`config.mk`:
```
export PLATFORM = sky130hd
export DESIGN_NAME = frac_prescaler
export DESIGN_NICKNAME = d
export VERILOG_FILES = /design/src/rtl/frac_prescaler.sv
export SDC_FILE = /design/constraint.sdc
export NUM_CORES = 1
export LEC_CHECK = 0
export CAP_MARGIN = 5
export CORE_MARGIN = 10
export CORE_UTILIZATION = 52
export DETAILED_ROUTE_END_ITERATION = 6
export DONT_BUFFER_PORTS = 1
export PLACE_DENSITY_LB_ADDON = 0.2
export SYNTH_ARGS = -nofsm -noshare
export SYNTH_HDL_FRONTEND = slang
export SYNTH_SLANG_ARGS = --single-unit
```
`constraint.sdc`:
```
create_clock -name clk -period 3.7 [get_ports clk]
set_clock_uncertainty 0.1 [all_clocks]
set_input_delay 0.37 -clock clk [delete_from_list [all_inputs] [get_ports clk]]
set_output_delay 0.37 -clock clk [all_outputs]
set_load 0.01 [all_outputs]
```
`src/rtl/frac_prescaler.sv`:
```
module frac_prescaler #(
  parameter int INT_W  = 5,
  parameter int FRAC_W = 3
) (
  input  logic              clk,
  input  logic              rst_n,
  input  logic [INT_W-1:0]  div_int,
  input  logic [FRAC_W-1:0] div_frac,
  output logic              tick
);
  localparam int CW = INT_W + 1;

  logic [CW-1:0]     cnt, len_q, m_eff, start_len, cur_len;
  logic [FRAC_W-1:0] phase;
  logic [FRAC_W:0]   sum;
  logic              at_start;

  assign at_start  = (cnt == '0);
  assign m_eff     = (div_int == '0) ? CW'(1) : CW'(div_int);
  assign sum       = {1'b0, phase} + {1'b0, div_frac};
  assign start_len = m_eff + CW'(sum[FRAC_W]);
  assign cur_len   = at_start ? start_len : len_q;
  assign tick      = rst_n && (cnt == cur_len - CW'(1));

  always_ff @(posedge clk or negedge rst_n) begin
    if (!rst_n) begin
      cnt   <= '0;
      len_q <= CW'(1);
      phase <= '0;
    end else begin
      cnt <= tick ? '0 : cnt + CW'(1);
      if (at_start) begin
        len_q <= start_len;
        phase <= sum[FRAC_W-1:0];
      end
    end
  end
endmodule

```
# Word level (Yosys, flattened, before mapping)
# Cells that the tools add are included.
op_classes:
  n_addsub: 4
  eq_ne: 1
  n_mux: 3
  n_reduce_logical: 3
ops:
  columns: ["op", "n"]
  rows:
  - ["6-bit 2-to-1 mux", 2]
  - ["5-bit by 1-bit adder with 6-bit output", 1]
  - ["6-bit by 1-bit adder with 6-bit output, second input constant", 1]
  - ["6-bit equality test", 1]
  - ["6-bit logical NOT", 1]
  - ["6-bit by 1-bit subtractor with 6-bit output, second input constant", 1]
  - ["5-bit logical NOT", 1]
  - ["5-bit 2-to-1 mux", 1]
  - ["3-bit by 3-bit adder with 4-bit output", 1]
  - ["1-bit logical AND", 1]
totals:
  output_inout_bits: 1
  ff_bits: 15
  word_cells: 14
  in_bits: 10

# Logic depth before layout (Yosys ltp)
# Gate-level depths: netlist (run 1).
logic_depth:
  depth_word: 8
  depth_mapped: 15

# Least setup slack after synthesis (run 1)
# OpenSTA, ideal clock, no wires.
synth_path:
  path_type: "reg2out"
  from: "register cnt[0]"
  to: "output tick"
  path_stages_with_launch: 16
  required_time_ns: 3.230
  arrival_ns: 3.271
  n_path_buf: 3
  path_slack_ns: -0.041
  cell_sequence: "dfrtp_1 inv_1 ha_1 or4b_1 buf_2 or2_0 buf_2 buf_1 mux2i_1 ha_1 nor3b_1 o21ai_0 o31ai_1 xor2_1 nor4b_2 and2_1"
synth_via:
  elab_chain_cells: 5
synth_lines:
  columns: ["item", "line_no", "rtl"]
  rows:
  - ["start: declaration", "13", "logic [CW-1:0] cnt, len_q, m_eff, start_len, cur_len;"]
  - ["start signal: assignment", "31", "cnt <= tick ? '0 : cnt + CW'(1);"]
  - ["6-bit logical NOT", "18", "assign at_start = (cnt == '0);"]
  - ["6-bit 2-to-1 mux", null, null]
  - ["6-bit by 1-bit subtractor with 6-bit output", "23", "assign tick = rst_n && (cnt == cur_len - CW'(1));"]
  - ["6-bit equality test *", "23", null]
  - ["1-bit logical AND *", "23", null]
  - ["end: declaration", "9", "output logic tick"]
# Every way passes the cells marked *; elsewhere a longest branch is shown, timed or not.

# Worst setup path in the final report (run 1)
# Ends and elaborated chain as after synthesis.

==> flow_metrics.py, run 1 <==
metrics = {
    "run": {
        "max_cap_violations": 0,
    },
    "routing": {
        "drc": 0,
        "viasPerCell": 5.67,
        "routed_wl_mm": 2.51,
        "ant_nets": 0,
        "vias": 919,
        "first_iter_violations": 33,
        "first_pass_iters": 4,
        "wl_per_cell_um": 15.5,
    },
    "floorplanning": {
        "rows": 16,
        "die_w_um": 66.0,
        "io-pin-count": 11,
        "coreArea_um2": 1980,
        "die_h_um": 66.0,
        "dieArea_um2": 4350,
        "start_util_pct": 55.5,
    },
    "timing": {
        "finalSetupTns_ns": 0,
        "period_needed_ns": 3.65,
        "max-slew-margin-rel_pct": 55.1,
        "period_share_pct": 98.5,
        "max_freq_ghz": 0.274,
        "setup_viol": 0,
        "hold_violations": 0,
        "setup_ws_ns": 0.0545,
        "finalMaxSlewViolations": 0,
        "worstMarginPinSlew_ns": 0.671,
    },
    "finish": {
        "fin_area_um2": 1330,
        "finalNetCount": 155,
        "final_layout_size_suffix_gt1_share_pct": 24.4,
        "area_growth_pct": 20.9,
        "fin_util_pct": 67.1,
        "n_antenna_cell": 0,
    },
    "clock_tree": {
        "path_clk_slew_ns": 0.09,
        "clock_sinks": 15,
        "htreeDepth": 1,
        "clockBufferDepth": 2,
        "cts_tree": "built",
        "cts_root_buffer": "clkbuf_4",
        "clk_latency_ns": 0.28,
        "cts_buffers": 3,
    },
    "power": {
        "combPwrFrac_pct": 62.5,
        "p_per_area_nw_per_um2": 894,
        "p_clk_share_pct": 8.0,
        "max-vdd-ir-drop_v": 0.000596,
        "p_sw_uw": 500,
        "power.internal_uw": 689,
        "p_sw_share_pct": 42.1,
        "pwr-share-seq_pct": 29.5,
        "cellLeakagePower_uw": 0.000594,
    },
    "grt": {
        "top_usage_layer": "met2",
        "grt_util_met3_pct": 3.22,
        "antenna_found_initial": 0,
        "gr-total-overflow": 0,
        "globalRouteMet1Util_pct": 12.1,
        "grt_max_degree": 16,
        "grt_pass1_vias": 923,
        "grt_usage_pct": 11.8,
        "grt_pass1_wl_mm": 4.09,
        "grtUsageMet2_pct": 21.7,
    },
    "logic_synthesis": {
        "synthTopCellsByCount": "14 x dfrtp_1, 14 x nand2_1, 11 x inv_1, 11 x xnor2_1, 8 x ha_1",
        "yosys.area.top_type": "dfrtp_1",
        "synthFlopType": "dfrtp_1",
        "synth.distinct_cells": 37,
        "synth_nets": 139,
        "async_flop_share_pct": 100,
        "synth-seq-cells": 15,
        "synthTopCellsByArea": "dfrtp_1 32%, ha_1 9.1%, xnor2_1 8.8%",
        "avgSynthCellArea_um2": 9.17,
        "synth_top_area_share_pct": 31.9,
        "synth_cells": 120,
        "yosys_warnings": 0,
        "synth-edff-count": 0,
        "ys_seq_area_share_pct": 34.2,
        "synth_area_um2": 1100,
    },
    "placement": {
        "gp_congestion": 0.809,
        "dp_slack_ns": 0.196,
        "dp_hpwl_mm": 1.86,
        "place_area_um2": 1160,
        "port_buffers": 0,
    },
    "critical_path": {
        "cp-end-kind": "primary output",
        "worstSetupStartpointType": "flop",
        "path_cells": "inv_2 > ha_1 > or4b_1 > or2_4 > mux2i_4 > ha_2 > nor3b_4 > o21ai_1 > o31ai_2 > xor2_1 > nor4b_4 > and2_4",
        "critPathKind": "reg -> out",
        "worstPathArrival_ns": 3.18,
        "cp_max_fo": 4,
        "max_stage_delay_ns": 0.47,
        "cpMaxStageDelayCell": "or4b_1",
        "critical_path_required_ns": 3.23,
    },
    "outcome": {
        "status": "finished, final reports clean",
    },
    "hold_path": {
        "min_path_type": "in -> reg",
    },
}
[logic make-up after synthesis]
logic type	Yosys count	synth area share (%)
adders and majority gates	9	10.9
DFF	15	34.2
AOI/OAI and AO/OA	27	17.9
buffers and inverters	16	5.69
and+or+nand+nor	35	16.4
xor gates and xnor gates	16	12.7
muxes	2	2.16
[repair_timing]
item / in CTS / in global routing
pin swaps: 4 / 7
buffers inserted: 5 / 5
hold endpoints to repair: 15 / 0
endpoints found under the setup margin: 1 / 1
gates resized for setup: 4 / 10
hold buffers: 1 / 0
[flip-flops by register name, summed over array words and instances, names as in the netlist]
name and count:
cnt 6, len_q 6, phase 3
[through the flow]
stage / instances / hold slack (ns) / power, µW
2_1_floorplan: 120 / -0.0256 / 804
3_3_place_gp: 147 / -0.0249 / 919
3_5_place_dp: 147 / -0.0248 / 945
4_1_cts: 157 / 0.147 / 1100
5_1_grt: 162 / 0.154 / 1290
6_report: 162 / 0.150 / 1190
[worst max-delay path: cells and delay by family (launching register included)]
family / cells / cell delay, ns
fa+ha+maj: 2 / 0.35
mux: 1 / 0.20
buf+inv: 1 / 0.09
flops: 1 / 0.42
xor+xnor: 1 / 0.20
simple gates: 5 / 1.43
compound gates: 2 / 0.21
[area by class of cell]
cell class | count | area, µm²
Multi-Input combinational cell | 89 | 729
Fill cell | 160 | 652
Sequential cell | 15 | 377
Timing Repair Buffer | 16 | 123
Inverter | 11 | 41.3
Tap cell | 27 | 33.8
Clock buffer | 4 | 26.3
[path summary, 6_finish.rpt]
check	startpoint	to	slack (ns)	depth (start not counted)
max	cnt[0]	tick	0.05	12
min	div_int[3]	len_q[5]	0.15	2
max reg2reg	cnt[0]	cnt[1]	0.45	14
min reg2reg	phase[2]	phase[2]	0.39	2
max in group asynchronous	rst_n	cnt[2]	2.62	1
min in group asynchronous	rst_n	phase[0]	0.45	1
[layout by cell type, fill, tap and decap left out, types with 5 or more instances in the layout]
cell / n
ha_1: 5
buf_4: 15
nor2_1: 5
dfrtp_1: 14
a21oi_1: 5
inv_1: 10
nand2_1: 14
xor2_1: 5
xnor2_1: 11
[power by group through the flow]
stage / clock network (µW) / logic [µW] / registers (µW)
CTS: 99.6 / 659 / 343
global route: 106 / 818 / 366
detailed placement: 0 / 597 / 348
finish: 95.1 / 743 / 351
floorplan: 0 / 497 / 307
global placement: 0 / 575 / 344
[metal layers]
layer  share of wire [%]  vias to the layer above  wire, µm
met5                   0                        -         0
met2                  55                       20      1390
met3                 4.6                        6       115
met4                 1.8                        0        44
li1                    -                      442         -
met1                  38                      451       957
Note: power is estimated with default switching activity, not from simulation.
==> run 2: changes to the inputs <==
--- a/config.mk
+++ b/config.mk
@@ -10,7 +10,7 @@
 export CORE_UTILIZATION = 52
 export DETAILED_ROUTE_END_ITERATION = 6
 export DONT_BUFFER_PORTS = 1
-export PLACE_DENSITY_LB_ADDON = 0.2
+export PLACE_DENSITY = 0.76
 export SYNTH_ARGS = -nofsm -noshare
 export SYNTH_HDL_FRONTEND = slang
 export SYNTH_SLANG_ARGS = --single-unit
==> flow_metrics.py, run 2 (synthesis gave the netlist of run 1 again) <==
metrics = {
    "critical_path": {
        "r2r-end": "cnt[3]",
        "cpMaxStageDelayCell": "or4b_4",
        "ff2ff_path_depth": 13,
        "worstSetupStartpointType": "flop",
        "max_stage_delay_ns": 0.46,
        "path_cells": "inv_1 > ha_1 > or4b_4 > or2_4 > mux2i_4 > ha_4 > nor3b_4 > o21ai_2 > o31ai_4 > xor2_1 > nor4b_4 > and2_4",
        "worstPathArrival_ns": 3.12,
        "crit_buf_inv": 1,
        "r2r_start": "phase[1]",
        "cp_max_fo": 4,
        "critPathKind": "reg -> out",
        "rrSetupSlack_ns": 0.41,
        "path_delay_family": "simple AND/OR/NAND/NOR gates",
        "cp_num_cells": 12,
        "cp-end-kind": "primary output",
        "critical_path_required_ns": 3.23,
    },
    "outcome": {
        "status": "finished, final reports clean",
    },
    "finish": {
        "largest_registers": "cnt (6), len_q (6), phase (3)",
        "nFillCells": 146,
        "mostFrequentLayoutCells": "16 x buf_4, 14 x nand2_1, 14 x dfrtp_1",
        "final_layout_size_suffix_gt1_share_pct": 27.2,
        "n_antenna_cell": 0,
        "fin_area_um2": 1370,
        "final_common_cell": "buf_4",
        "area_growth_pct": 24.1,
        "fin_util_pct": 68.9,
        "finalNetCount": 156,
    },
    "timing": {
        "max_freq_ghz": 0.279,
        "rsz0062_at_grt": "true",
        "finalSetupTns_ns": 0,
        "hold_violations": 0,
        "period_share_pct": 97.0,
        "setup_viol": 0,
        "max-slew-margin-rel_pct": 54.8,
        "period_needed_ns": 3.59,
        "finalMaxSlewViolations": 0,
        "worstMarginPinSlew_ns": 0.675,
    },
    "floorplanning": {
        "io-pin-count": 11,
        "die_h_um": 66.0,
        "start_util_pct": 55.5,
        "die_w_um": 66.0,
        "rows": 16,
        "coreArea_um2": 1980,
        "dieArea_um2": 4350,
    },
    "routing": {
        "vias": 957,
        "viasPerCell": 5.87,
        "first_pass_iters": 4,
        "drc": 0,
        "first_iter_violations": 37,
        "routed_wl_mm": 2.83,
        "wl_per_cell_um": 17.3,
        "ant_nets": 0,
    },
    "power": {
        "max-vdd-ir-drop_v": 0.000565,
        "cellLeakagePower_uw": 0.000608,
        "p_per_area_nw_per_um2": 935,
        "total_power_uw": 1280,
    },
    "hold_path": {
        "hold_depth": 2,
        "min_from": "div_int[3]",
        "min_path_type": "in -> reg",
        "whs_endpoint": "len_q[5]",
    },
    "clock_tree": {
        "cts_root_buffer": "clkbuf_4",
        "clockBufferDepth": 2,
        "cts_buffers": 3,
        "htreeDepth": 1,
        "path_clk_slew_ns": 0.10,
        "clock_sinks": 15,
        "cts_tree": "built",
        "clk_latency_ns": 0.28,
    },
    "placement": {
        "place_area_um2": 1140,
        "port_buffers": 0,
        "dp_hpwl_mm": 1.78,
        "gp_congestion": 0.823,
    },
    "run": {
        "max_cap_violations": 0,
    },
    "grt": {
        "gr-total-overflow": 0,
        "grt_usage_pct": 12.6,
        "grt_max_degree": 16,
        "grt_pass1_wl_mm": 4.26,
        "grt_pass1_vias": 953,
        "antenna_found_initial": 0,
    },
}
[run 2: layout make-up]
type                            count  area, µm²  area share (%)
Clock inverter                      1       5.00           0.367
Clock buffer                        3       22.5            1.65
Timing Repair Buffer               17        130            9.53
Sequential cell                    15        377            27.6
Tap cell                           27       33.8            2.47
Inverter                           11       41.3            3.02
Multi-Input combinational cell     89        756            55.4
[run 2: where the power goes]
part	leakage (µW)	internal, µW	switching [µW]
Sequential	0.000178	254	109
Combinational	0.000413	433	385
Clock	0.0000177	40.1	55.6
[run 2: worst reg2reg max path: stages (launching register included)]
cell	delay [ns]
dfrtp_1	0.40
ha_1	0.28
a21o_1	0.20
a21o_1	0.16
ha_2	0.20
ha_4	0.23
or2_2	0.27
o41a_1	0.35
or3_4	0.36
a22oi_4	0.18
buf_4	0.14
buf_4	0.09
buf_4	0.13
a21oi_1	0.07
[run 2: per-layer routing]
layer  vias up  GRT usage, %  share of wire [%]
li1        445             -                  -
met1       468          12.4                 38
met2        36          22.7                 55
met3         8          3.22                4.8
met4         0          8.12                2.2
met5         -             0                  0
[run 2: how the worst max path moves through the flow]
stage | startpoint | end | slack [ns]
after global routing | phase[1] | tick | 0.01
after global placement | phase[1] | tick | 0.20
final | cnt[1] | tick | 0.11
after floorplan | cnt[0] | tick | 0.03
after detailed placement | phase[1] | tick | 0.12
after CTS | phase[1] | tick | 0.007
[run 2: timing repair]
item                                    in CTS  in global routing
hold buffers                                 1                  0
endpoints found under the setup margin       1                  1
buffers inserted                             9                  4
resized for setup                            6                 12
pin swaps                                    5                  9
endpoints found under the hold margin       15                  0
[run 2: stage by stage]
stage	hold slack [ns]	setup WS, ns	cells
after floorplan	-0.0256	0.0338	120
after global placement	-0.0250	0.202	145
after detailed placement	-0.0250	0.119	145
after CTS	0.138	0.00674	159
after global routing	0.155	0.0109	163
final	0.149	0.110	163
==> run 3: changes to the inputs <==
--- a/config.mk
+++ b/config.mk
@@ -7,10 +7,10 @@
 export LEC_CHECK = 0
 export CAP_MARGIN = 5
 export CORE_MARGIN = 10
-export CORE_UTILIZATION = 52
+export CORE_UTILIZATION = 55
 export DETAILED_ROUTE_END_ITERATION = 6
 export DONT_BUFFER_PORTS = 1
-export PLACE_DENSITY = 0.76
+export PLACE_DENSITY = 0.79
 export SYNTH_ARGS = -nofsm -noshare
 export SYNTH_HDL_FRONTEND = slang
 export SYNTH_SLANG_ARGS = --single-unit
==> flow_metrics.py, run 3 (synthesis gave the netlist of run 1 again) <==
metrics = {
    "critical_path": {
        "cp_max_fo": 4,
        "critPathKind": "reg -> out",
        "cp-end-kind": "primary output",
        "path_delay_family": "simple AND/OR/NAND/NOR gates",
        "cpMaxStageDelayCell": "or4b_4",
        "path_cells": "inv_2 > ha_4 > or4b_4 > or2_4 > mux2i_2 > ha_2 > nor3b_2 > o21ai_1 > o31ai_1 > xor2_1 > nor4b_4 > and2_4",
        "worstPathArrival_ns": 3.13,
        "worstSetupStartpointType": "flop",
        "crit_buf_inv": 1,
        "critical_path_required_ns": 3.23,
        "max_stage_delay_ns": 0.46,
    },
    "routing": {
        "vias": 892,
        "routed_wl_mm": 2.43,
        "ant_nets": 0,
        "viasPerCell": 5.58,
        "wl_per_cell_um": 15.2,
        "first_iter_violations": 31,
        "first_pass_iters": 4,
        "drc": 0,
    },
    "finish": {
        "finalNetCount": 153,
        "final_layout_size_suffix_gt1_share_pct": 25.6,
        "area_growth_pct": 20.4,
        "largest_registers": "cnt (6), len_q (6), phase (3)",
        "fin_area_um2": 1320,
        "n_antenna_cell": 0,
        "mostFrequentLayoutCells": "14 x nand2_1, 14 x dfrtp_1, 13 x buf_4",
    },
    "grt": {
        "globalRouteMet1Util_pct": 11.5,
        "antenna_found_initial": 0,
        "grt_max_degree": 16,
        "top_usage_layer": "met2",
        "grt_pass1_wl_mm": 3.80,
        "grt_pass1_vias": 890,
        "grt_usage_pct": 11.1,
        "grt_util_met3_pct": 3.61,
        "grtUsageMet2_pct": 20.0,
        "gr-total-overflow": 0,
    },
    "outcome": {
        "status": "finished, final reports clean",
    },
    "placement": {
        "dp_slack_ns": 0.202,
        "place_area_um2": 1150,
        "gp_congestion": 0.790,
        "dp_hpwl_mm": 1.71,
        "port_buffers": 0,
    },
    "hold_path": {
        "min_path_type": "in -> reg",
    },
    "run": {
        "max_cap_violations": 0,
    },
    "floorplanning": {
        "io-pin-count": 11,
        "dieArea_um2": 4190,
        "start_util_pct": 57.2,
        "coreArea_um2": 1920,
        "die_h_um": 64.7,
        "rows": 16,
        "die_w_um": 64.7,
    },
    "timing": {
        "finalMaxSlewViolations": 0,
        "max-slew-margin-rel_pct": 53.3,
        "hold_violations": 0,
        "setup_ws_ns": 0.104,
        "max_freq_ghz": 0.278,
        "setup_viol": 0,
        "rsz0062_at_grt": "true",
        "period_needed_ns": 3.60,
        "worstMarginPinSlew_ns": 0.698,
        "worst_hold_slack_ns": 0.182,
        "period_share_pct": 97.2,
    },
    "clock_tree": {
        "htreeDepth": 1,
        "path_clk_slew_ns": 0.09,
        "clock_sinks": 15,
        "cts_buffers": 3,
        "cts_tree": "built",
        "clk_latency_ns": 0.29,
        "cts_root_buffer": "clkbuf_4",
        "clockBufferDepth": 2,
    },
    "power": {
        "total_power_uw": 1190,
        "cellLeakagePower_uw": 0.000579,
        "p_per_area_nw_per_um2": 900,
        "max-vdd-ir-drop_v": 0.000638,
    },
}
run 3: final cells by class:
class,count,area (µm²)
inverter,11,41.3
fill,150,598
multi-input combinational,89,738
clock buffer,4,26.3
tap,27,33.8
sequential,15,377
timing repair buffer,14,108
run 3: report_power, final:
group	total (µW)	switching, µW	internal, µW
logic	746	357	390
registers	349	95.6	254
clock network	95.5	53.6	41.9
total	1190	506	685
run 3: metal layers:
metal  wire (µm)  vias to the layer above
met5           0                        -
met4          38                        0
met3          92                        9
met2        1290                       17
met1        1010                      427
li1            -                      439
run 3: worst paths after layout:
kind | start | endpoint | cells past startpoint | slack [ns]
max reg2reg | cnt[1] | cnt[3] | 13 | 0.59
min in group asynchronous | rst_n | len_q[3] | 1 | 0.46
max | cnt[1] | tick | 12 | 0.10
min reg2reg | phase[2] | phase[2] | 2 | 0.39
min | div_int[3] | len_q[5] | 2 | 0.18
max in group asynchronous | rst_n | cnt[5] | 1 | 2.59
run 3: metrics by stage:
stage | TNS [ns] | util [%] | instances
finish | 0 | 68.9 | 160
global route | -0.0376 | 68.9 | 160
CTS | 0 | 63.9 | 154
detailed placement | 0 | 59.9 | 146
global placement | 0 | 59.9 | 146
floorplan | 0 | - | 120
run 3: repair_timing:
| action | CTS | global route |
|---|---|---|
| endpoints found under the setup margin | 1 | 1 |
| endpoints found under the hold margin | 15 | 0 |
| pin swaps | 2 | 7 |
| setup buffers | 3 | 6 |
| hold buffers | 1 | 0 |
| cloned | 0 | 0 |
| resized for setup | 3 | 13 |
